==> config.mk <==
export PLATFORM = sky130hd
export DESIGN_NAME = padcal_seq
export DESIGN_NICKNAME = d
export VERILOG_FILES = /design/src/rtl/padcal_pkg.sv /design/src/rtl/padcal_idle_sync.sv /design/src/rtl/padcal_ctrl.sv /design/src/rtl/padcal_pad_slice.sv /design/src/rtl/padcal_seq.sv
export SDC_FILE = /design/constraint.sdc
export NUM_CORES = 1
export LEC_CHECK = 0
export BUFFER_PORTS_ARGS = -buffer_cell sky130_fd_sc_hd__buf_2
export CAP_MARGIN = 10
export CORE_ASPECT_RATIO = 0.8
export CORE_MARGIN = 4
export CORE_UTILIZATION = 53
export CTS_CLUSTER_DIAMETER = 80
export DETAILED_ROUTE_END_ITERATION = 12
export PLACE_DENSITY = 0.73
export SYNTH_ARGS = -nofsm -noshare
export SYNTH_HDL_FRONTEND = slang
export SYNTH_SLANG_ARGS = --single-unit
==> constraint.sdc <==
create_clock -name clk_i -period 2 [get_ports clk_i]
set_clock_uncertainty 0.05 [all_clocks]
set_input_delay 0.3 -clock clk_i [delete_from_list [all_inputs] [get_ports clk_i]]
set_output_delay 0.3 -clock clk_i [all_outputs]
set_load 0.01 [all_outputs]
==> src/rtl/padcal_pkg.sv <==
package padcal_pkg;

  typedef enum logic [2:0] {
    PC_IDLE  = 3'd0,
    PC_SEQ   = 3'd1,
    PC_WAIT  = 3'd2,
    PC_APPLY = 3'd3,
    PC_FIN   = 3'd4
  } pc_state_e;

  // Cycles needed to cover a span in nanoseconds at a clock in kHz, rounded up.
  function automatic int span_cycles(input longint ns, input longint khz);
    longint prod;
    longint cyc;
    prod = ns * khz;
    cyc  = (prod + 64'd999999) / 64'd1000000;
    if (cyc < 1) cyc = 1;
    return int'(cyc);
  endfunction

endpackage

==> src/rtl/padcal_idle_sync.sv <==
module padcal_idle_sync #(
  parameter int NLANE  = 2,
  parameter int STAB_W = 4
) (
  input  logic              clk_i,
  input  logic              rst_ni,
  input  logic [NLANE-1:0]  lp_dp_i,
  input  logic [NLANE-1:0]  lp_dn_i,
  input  logic [STAB_W-1:0] stable_cycles_i,
  output logic              idle_ok_o
);
  localparam int RAW_W = 2 * NLANE;
  localparam logic [STAB_W-1:0] CNT_MAX = '1;

  logic [RAW_W-1:0]  raw;
  logic [RAW_W-1:0]  meta_q;
  logic [RAW_W-1:0]  sync_q;
  logic [STAB_W-1:0] run_q;
  logic [STAB_W-1:0] need;
  logic              sync_idle;
  logic              raw_idle;

  assign raw       = {lp_dp_i, lp_dn_i};
  assign raw_idle  = &raw;
  assign sync_idle = &sync_q;
  assign need      = (stable_cycles_i == '0) ? STAB_W'(1) : stable_cycles_i;

  always_ff @(posedge clk_i or negedge rst_ni) begin
    if (!rst_ni) begin
      meta_q <= '0;
      sync_q <= '0;
      run_q  <= '0;
    end else begin
      meta_q <= raw;
      sync_q <= meta_q;
      if (!sync_idle)            run_q <= '0;
      else if (run_q != CNT_MAX) run_q <= run_q + 1'b1;
    end
  end

  assign idle_ok_o = sync_idle && (run_q >= need);

  // Idle can only be reported once a sampled idle has crossed both flops.
  AST_IDLE_SYNCED: assert property (@(posedge clk_i) disable iff (!rst_ni)
    idle_ok_o |-> $past(raw_idle, 2));

endmodule

==> src/rtl/padcal_ctrl.sv <==
module padcal_ctrl
  import padcal_pkg::*;
#(
  parameter int SEQ_CYC = 18,
  parameter int TMO_CYC = 40,
  parameter int CODE_W  = 4
) (
  input  logic              clk_i,
  input  logic              rst_ni,
  input  logic              start_i,
  input  logic              en_any_i,
  input  logic              idle_ok_i,
  output pc_state_e         state_o,
  output logic [CODE_W-1:0] code_o,
  output logic              restart_o,
  output logic              timeout_o
);
  localparam int SEQ_W = $clog2(SEQ_CYC + 1);
  localparam int TMO_W = $clog2(TMO_CYC + 1);
  localparam logic [SEQ_W-1:0] SEQ_LAST = SEQ_W'(SEQ_CYC - 1);
  localparam logic [TMO_W-1:0] TMO_LIM  = TMO_W'(TMO_CYC);
  localparam logic [TMO_W-1:0] TMO_PRE  = TMO_W'(TMO_CYC - 1);

  pc_state_e         state_q, state_d;
  logic [SEQ_W-1:0]  seq_q;
  logic [TMO_W-1:0]  wait_q;
  logic [CODE_W-1:0] code_q;
  logic              tmo_q;
  logic              accept;

  // Starts are taken only when idle or while waiting for lane idle.
  assign accept = start_i && ((state_q == PC_IDLE) || (state_q == PC_WAIT));

  always_comb begin
    state_d = state_q;
    case (state_q)
      PC_IDLE:  if (accept) state_d = en_any_i ? PC_SEQ : PC_IDLE;
      PC_SEQ:   if (seq_q == SEQ_LAST) state_d = PC_WAIT;
      PC_WAIT: begin
        if (accept)         state_d = en_any_i ? PC_SEQ : PC_IDLE;
        else if (idle_ok_i) state_d = PC_APPLY;
      end
      PC_APPLY: state_d = PC_FIN;
      PC_FIN:   state_d = PC_IDLE;
      default:  state_d = PC_IDLE;
    endcase
  end

  always_ff @(posedge clk_i or negedge rst_ni) begin
    if (!rst_ni) begin
      state_q <= PC_IDLE;
      seq_q   <= '0;
      wait_q  <= '0;
      code_q  <= '0;
      tmo_q   <= 1'b0;
    end else begin
      state_q <= state_d;
      if (accept) begin
        seq_q  <= '0;
        wait_q <= '0;
        code_q <= '0;
        tmo_q  <= 1'b0;
      end else if (state_q == PC_SEQ) begin
        if (seq_q != SEQ_LAST) seq_q <= seq_q + 1'b1;
        code_q <= code_q + 1'b1;
      end else if (state_q == PC_WAIT) begin
        if (wait_q == TMO_PRE) tmo_q <= 1'b1;
        if (wait_q != TMO_LIM) wait_q <= wait_q + 1'b1;
      end
    end
  end

  assign state_o   = state_q;
  assign code_o    = code_q;
  assign restart_o = accept;
  assign timeout_o = tmo_q;

  AST_CODE_STEP: assert property (@(posedge clk_i) disable iff (!rst_ni)
    (state_q == PC_SEQ && seq_q != SEQ_LAST) |=> (code_q == ($past(code_q) + 1'b1)));

  AST_SEQ_IGNORES_START: assert property (@(posedge clk_i) disable iff (!rst_ni)
    (state_q == PC_SEQ && start_i && seq_q != SEQ_LAST) |=> (state_q == PC_SEQ));

  AST_WAIT_RESTART: assert property (@(posedge clk_i) disable iff (!rst_ni)
    (state_q == PC_WAIT && start_i && en_any_i) |=> (state_q == PC_SEQ && code_q == '0 && !tmo_q));

  AST_TMO_STICKY: assert property (@(posedge clk_i) disable iff (!rst_ni)
    (tmo_q && !accept) |=> tmo_q);

endmodule

==> src/rtl/padcal_pad_slice.sv <==
module padcal_pad_slice #(
  parameter int CODE_W = 4
) (
  input  logic              clk_i,
  input  logic              rst_ni,
  input  logic              restart_i,
  input  logic              en_i,
  input  logic              seq_i,
  input  logic              apply_i,
  input  logic              finish_i,
  input  logic [CODE_W-1:0] code_i,
  input  logic              match_i,
  output logic [CODE_W-1:0] result_o,
  output logic              done_o,
  output logic              en_q_o
);
  logic              en_q;
  logic              caught_q;
  logic [CODE_W-1:0] cap_q;
  logic [CODE_W-1:0] res_q;
  logic              done_q;

  always_ff @(posedge clk_i or negedge rst_ni) begin
    if (!rst_ni) begin
      en_q     <= 1'b0;
      caught_q <= 1'b0;
      cap_q    <= '0;
      res_q    <= '0;
      done_q   <= 1'b0;
    end else if (restart_i) begin
      en_q     <= en_i;
      caught_q <= 1'b0;
      cap_q    <= '0;
      done_q   <= 1'b0;
    end else begin
      if (seq_i && en_q && match_i && !caught_q) begin
        cap_q    <= code_i;
        caught_q <= 1'b1;
      end
      if (apply_i && en_q) res_q  <= cap_q;
      if (finish_i)        done_q <= en_q;
    end
  end

  assign result_o = res_q;
  assign done_o   = done_q;
  assign en_q_o   = en_q;

  // A recorded code never changes later in the same run.
  AST_CAPTURE_HELD: assert property (@(posedge clk_i) disable iff (!rst_ni)
    (caught_q && !restart_i) |=> $stable(cap_q));

endmodule

==> src/rtl/padcal_seq.sv <==
module padcal_seq
  import padcal_pkg::*;
#(
  parameter int NPAD    = 4,
  parameter int NLANE   = 2,
  parameter int CODE_W  = 6,
  parameter int STAB_W  = 4,
  parameter int SEQ_NS  = 72000,
  parameter int CLK_KHZ = 125000,
  parameter int TMO_CYC = 4096
) (
  input  logic                   clk_i,
  input  logic                   rst_ni,
  input  logic                   start_i,
  input  logic [NPAD-1:0]        pad_en_i,
  input  logic [NPAD-1:0]        code_match_i,
  input  logic [NLANE-1:0]       lp_dp_i,
  input  logic [NLANE-1:0]       lp_dn_i,
  input  logic [STAB_W-1:0]      stable_cycles_i,
  output logic [CODE_W-1:0]      code_o,
  output logic [NPAD*CODE_W-1:0] result_o,
  output logic [NPAD-1:0]        done_o,
  output logic                   all_done_o,
  output logic                   active_o,
  output logic                   timeout_o
);
  localparam int SEQ_CYC = span_cycles(longint'(SEQ_NS), longint'(CLK_KHZ));

  pc_state_e         state;
  logic              restart;
  logic              idle_ok;
  logic [NPAD-1:0]   en_mask;
  logic [CODE_W-1:0] code;

  padcal_idle_sync #(
    .NLANE  (NLANE),
    .STAB_W (STAB_W)
  ) u_idle (
    .clk_i           (clk_i),
    .rst_ni          (rst_ni),
    .lp_dp_i         (lp_dp_i),
    .lp_dn_i         (lp_dn_i),
    .stable_cycles_i (stable_cycles_i),
    .idle_ok_o       (idle_ok)
  );

  padcal_ctrl #(
    .SEQ_CYC (SEQ_CYC),
    .TMO_CYC (TMO_CYC),
    .CODE_W  (CODE_W)
  ) u_ctrl (
    .clk_i     (clk_i),
    .rst_ni    (rst_ni),
    .start_i   (start_i),
    .en_any_i  (|pad_en_i),
    .idle_ok_i (idle_ok),
    .state_o   (state),
    .code_o    (code),
    .restart_o (restart),
    .timeout_o (timeout_o)
  );

  for (genvar p = 0; p < NPAD; p++) begin : g_pad
    padcal_pad_slice #(
      .CODE_W (CODE_W)
    ) u_slice (
      .clk_i     (clk_i),
      .rst_ni    (rst_ni),
      .restart_i (restart),
      .en_i      (pad_en_i[p]),
      .seq_i     (state == PC_SEQ),
      .apply_i   (state == PC_APPLY),
      .finish_i  (state == PC_FIN),
      .code_i    (code),
      .match_i   (code_match_i[p]),
      .result_o  (result_o[p*CODE_W +: CODE_W]),
      .done_o    (done_o[p]),
      .en_q_o    (en_mask[p])
    );
  end

  assign code_o     = code;
  assign all_done_o = &(done_o | ~en_mask);
  assign active_o   = ~all_done_o;

  AST_WAIT_BUSY: assert property (@(posedge clk_i) disable iff (!rst_ni)
    (state == PC_WAIT) |-> (active_o && done_o == '0));

  AST_RESULT_BEFORE_DONE: assert property (@(posedge clk_i) disable iff (!rst_ni)
    (state == PC_FIN) |-> (done_o == '0));

  AST_START_CLEARS: assert property (@(posedge clk_i) disable iff (!rst_ni)
    (restart && pad_en_i != '0) |=> (active_o && done_o == '0));

  AST_NO_PADS: assert property (@(posedge clk_i) disable iff (!rst_ni)
    (restart && pad_en_i == '0) |=> (all_done_o && !active_o && done_o == '0));

endmodule

==> metrics.yaml <==
drc: 0
totalWireLength_mm: 11.1
tns_ps: 0
power_frac_seq: 0.505
slowest_delay_ps: 530
synth_edf_count: 0
die_x_um: 116
path_class: "register to register"
worstPathCellList: "or2_1 -> or3_4 -> or4_1 -> a21oi_2"
crit_path_end_kind: "register"
yosys_warnings: 0
htree_levels: 3
clockBufferDepth: 2
slew_violations: 0
root_buffer: "clkbuf_16"
ys_ff_latch: 109
p_leak_nw: 2.83
worst_ep_arrival_time_ps: 2170
grt_max_degree: 48
top_level_ports: 56
synthTopCellsByCount: "dfrtp_1 (109), nor2_1 (55), nand2_1 (35)"
viasPerCell: 5.81
drt_pass1_iterations: 4
max_freq_ghz: 0.517
numCtsBuffers: 9
relSlewSlack: 0.676
wl_met3_um: 559
overflow: 0
startpoint_type: "register"
p_clk_frac: 0.290
postCtsSetupRepairBufs: 0
fin_util: 0.643
dieArea_um2: 11000
grt_pass1_wl_mm: 18.6
gp_congestion: 0.912
grt_pass1_vias: 3731
diodes: 0
initial_core_util: 0.547
p_int_mw: 3.98
yosysTopAreaCellShare: 0.547
seq_area_um2: 2730
swShare: 0.330
postSynthCellCount: 451
cts_tree: "built"
p_per_area_nw_per_um2: 1010
syn-num-nets: 479
wl_met1_mm: 5.16
ys_types: 53
highest_layer: "met4"
yosysSeqAreaShare: 0.547
fin_crit_ps: 1930
core_um2: 9110
synthFlopType: "dfrtp_1"
multi_input_area_um2: 2130
drtAntennaViolNets: 0
area_growth_pct: 17.6
synth_most_common_cell: "dfrtp_1"
slowest_stage: "or4_1"
clk_latency_ps: 350
drt_iter0_markers: 238
fillCellCount: 697
cts_sinks: 109
combPwrFrac: 0.205
crit_required_ps: 2230
dp_hpwl_mm: 7.78
synth_largest_area_cell: "dfrtp_1"
antenna_found_initial: 0
drt-wirelength-per-cell_um: 17.3
worst_pin_slew_ps: 483
synth_area_um2: 4980
drive_above_1_share: 0.260
rows: 31
p_sw_mw: 1.96
ir_drop_v: 0.000725
maxCapViolations: 0
grt.total_usage: 0.217
status: "complete, no violations"
hold_violations: 0
portBuffers: 55
synthArstFlopShare: 1.00
hold_class: "input port to register"
setup_viol: 0
path_max_fanout: 8
nNetsFinal: 549
power.total_mw: 5.94
rsz0062_at_grt: "false"
synth.avg_cell_area_um2: 11.1
clk_pin_slew_worst_paths_ps: 70
synthTopCellsByArea: "dfrtp_1 (55%), mux2_2 (5.9%), mux2i_1 (5.8%)"
via_count: 3725
timing.final.crit_share: 0.967
routed-wl-met2_mm: 5.17
die_y_um: 94.7
[cells in the final DEF, fill, tap and decap left out, types with 3 or more instances in the layout]
master	n
inv_1	15
buf_12	3
o21ai_0	9
mux2i_1	29
or3_1	5
clkinv_4	3
nand2b_1	5
a22o_1	9
o31ai_1	6
dlygate4sd3_1	5
nand4b_1	3
nor2_1	54
dfrtp_1	108
nor4_1	8
a31oi_1	7
buf_4	19
or4_1	5
nand4_1	9
a21oi_1	10
xnor2_1	7
nor3_2	4
nand3_1	14
ha_1	8
nor3_1	9
xor2_1	6
clkbuf_16	9
buf_2	54
nand2_1	35
mux2_2	26
[worst paths after layout]
kind,start,endpoint,slack [ps],cells after the start
worst min register to register,u_idle.meta_q[0],u_idle.sync_q[0],300,0
worst min-delay path,pad_en_i[0],g_pad[0].u_slice.en_q_o,120,3
max in group asynchronous,rst_ni,g_pad[1].u_slice.cap_q[0],910,3
worst max register to register,u_ctrl.state_o[0],u_ctrl.wait_q[11],70,4
worst max-delay path,u_ctrl.state_o[0],u_ctrl.wait_q[11],70,4
min in group asynchronous,rst_ni,g_pad[0].u_slice.result_o[0],380,2
[logic make-up after synthesis]
logic type | share of synthesized area
buffers and inverters | 0.0349
muxes | 0.117
xor gates and xnor gates | 0.0228
DFF | 0.547
AOI/OAI and AO/OA | 0.0753
and+or+nand+nor | 0.180
adders and majority gates | 0.0226
[power by group through the flow]
stage,sequential (mW),combinational [mW],clock [mW]
after floorplan,2.90,0.798,0
after global placement,3.01,1.14,0
after detailed placement,3.03,1.19,0
after CTS,2.99,1.21,1.76
after global routing,3.05,1.38,1.84
final,3.00,1.22,1.72
[per-stage QoR]
stage	setup WS (ps)	area, µm²	std cells	hold WS [ps]
finish	65.8	5860	641	121
CTS	59.4	5830	641	112
global placement	135	5490	620	215
floorplan	30.7	4980	451	-45.6
detailed placement	74.0	5490	620	224
global route	0.999	5860	641	116
[routing by layer]
layer  track usage  up-vias
li1              -     1750
met1         0.306     1858
met2         0.335      103
met3        0.0442       14
met4        0.0734        0
met5             0        -
[cell type report]
class | instances | share of cell area
Clock buffer | 10 | 0.0391
Clock inverter | 6 | 0.00939
Inverter | 15 | 0.00960
Multi-Input combinational cell | 305 | 0.363
Sequential cell | 109 | 0.465
Tap cell | 115 | 0.0245
Timing Repair Buffer | 81 | 0.0892
[worst max-delay path, delay by kind of cell (launching register included)]
family           cells  cell delay, ps
AND/OR/NAND/NOR      3            1230
flip-flops           1             450
AO/OA/AOI/OAI        1             140
[sequential cells by signal (all words and copies together) (netlist names)]
signal / cells
g_pad.u_slice.en_q_o: 4
u_ctrl.code_o: 6
g_pad.u_slice.result_o: 24
g_pad.u_slice.caught_q: 4
u_idle.meta_q: 4
u_ctrl.seq_q: 14
u_idle.sync_q: 4
g_pad.u_slice.done_o: 4
u_ctrl.wait_q: 13
u_ctrl.state_o: 3
u_ctrl.timeout_o: 1
u_idle.run_q: 4
g_pad.u_slice.cap_q: 24
[what timing repair did]
action,4_1_cts,5_1_grt
endpoints found under the hold margin,34,0
gates resized for setup,0,8
hold buffers,5,0
setup endpoints to repair,0,8
(Power assumes the default switching activity.)
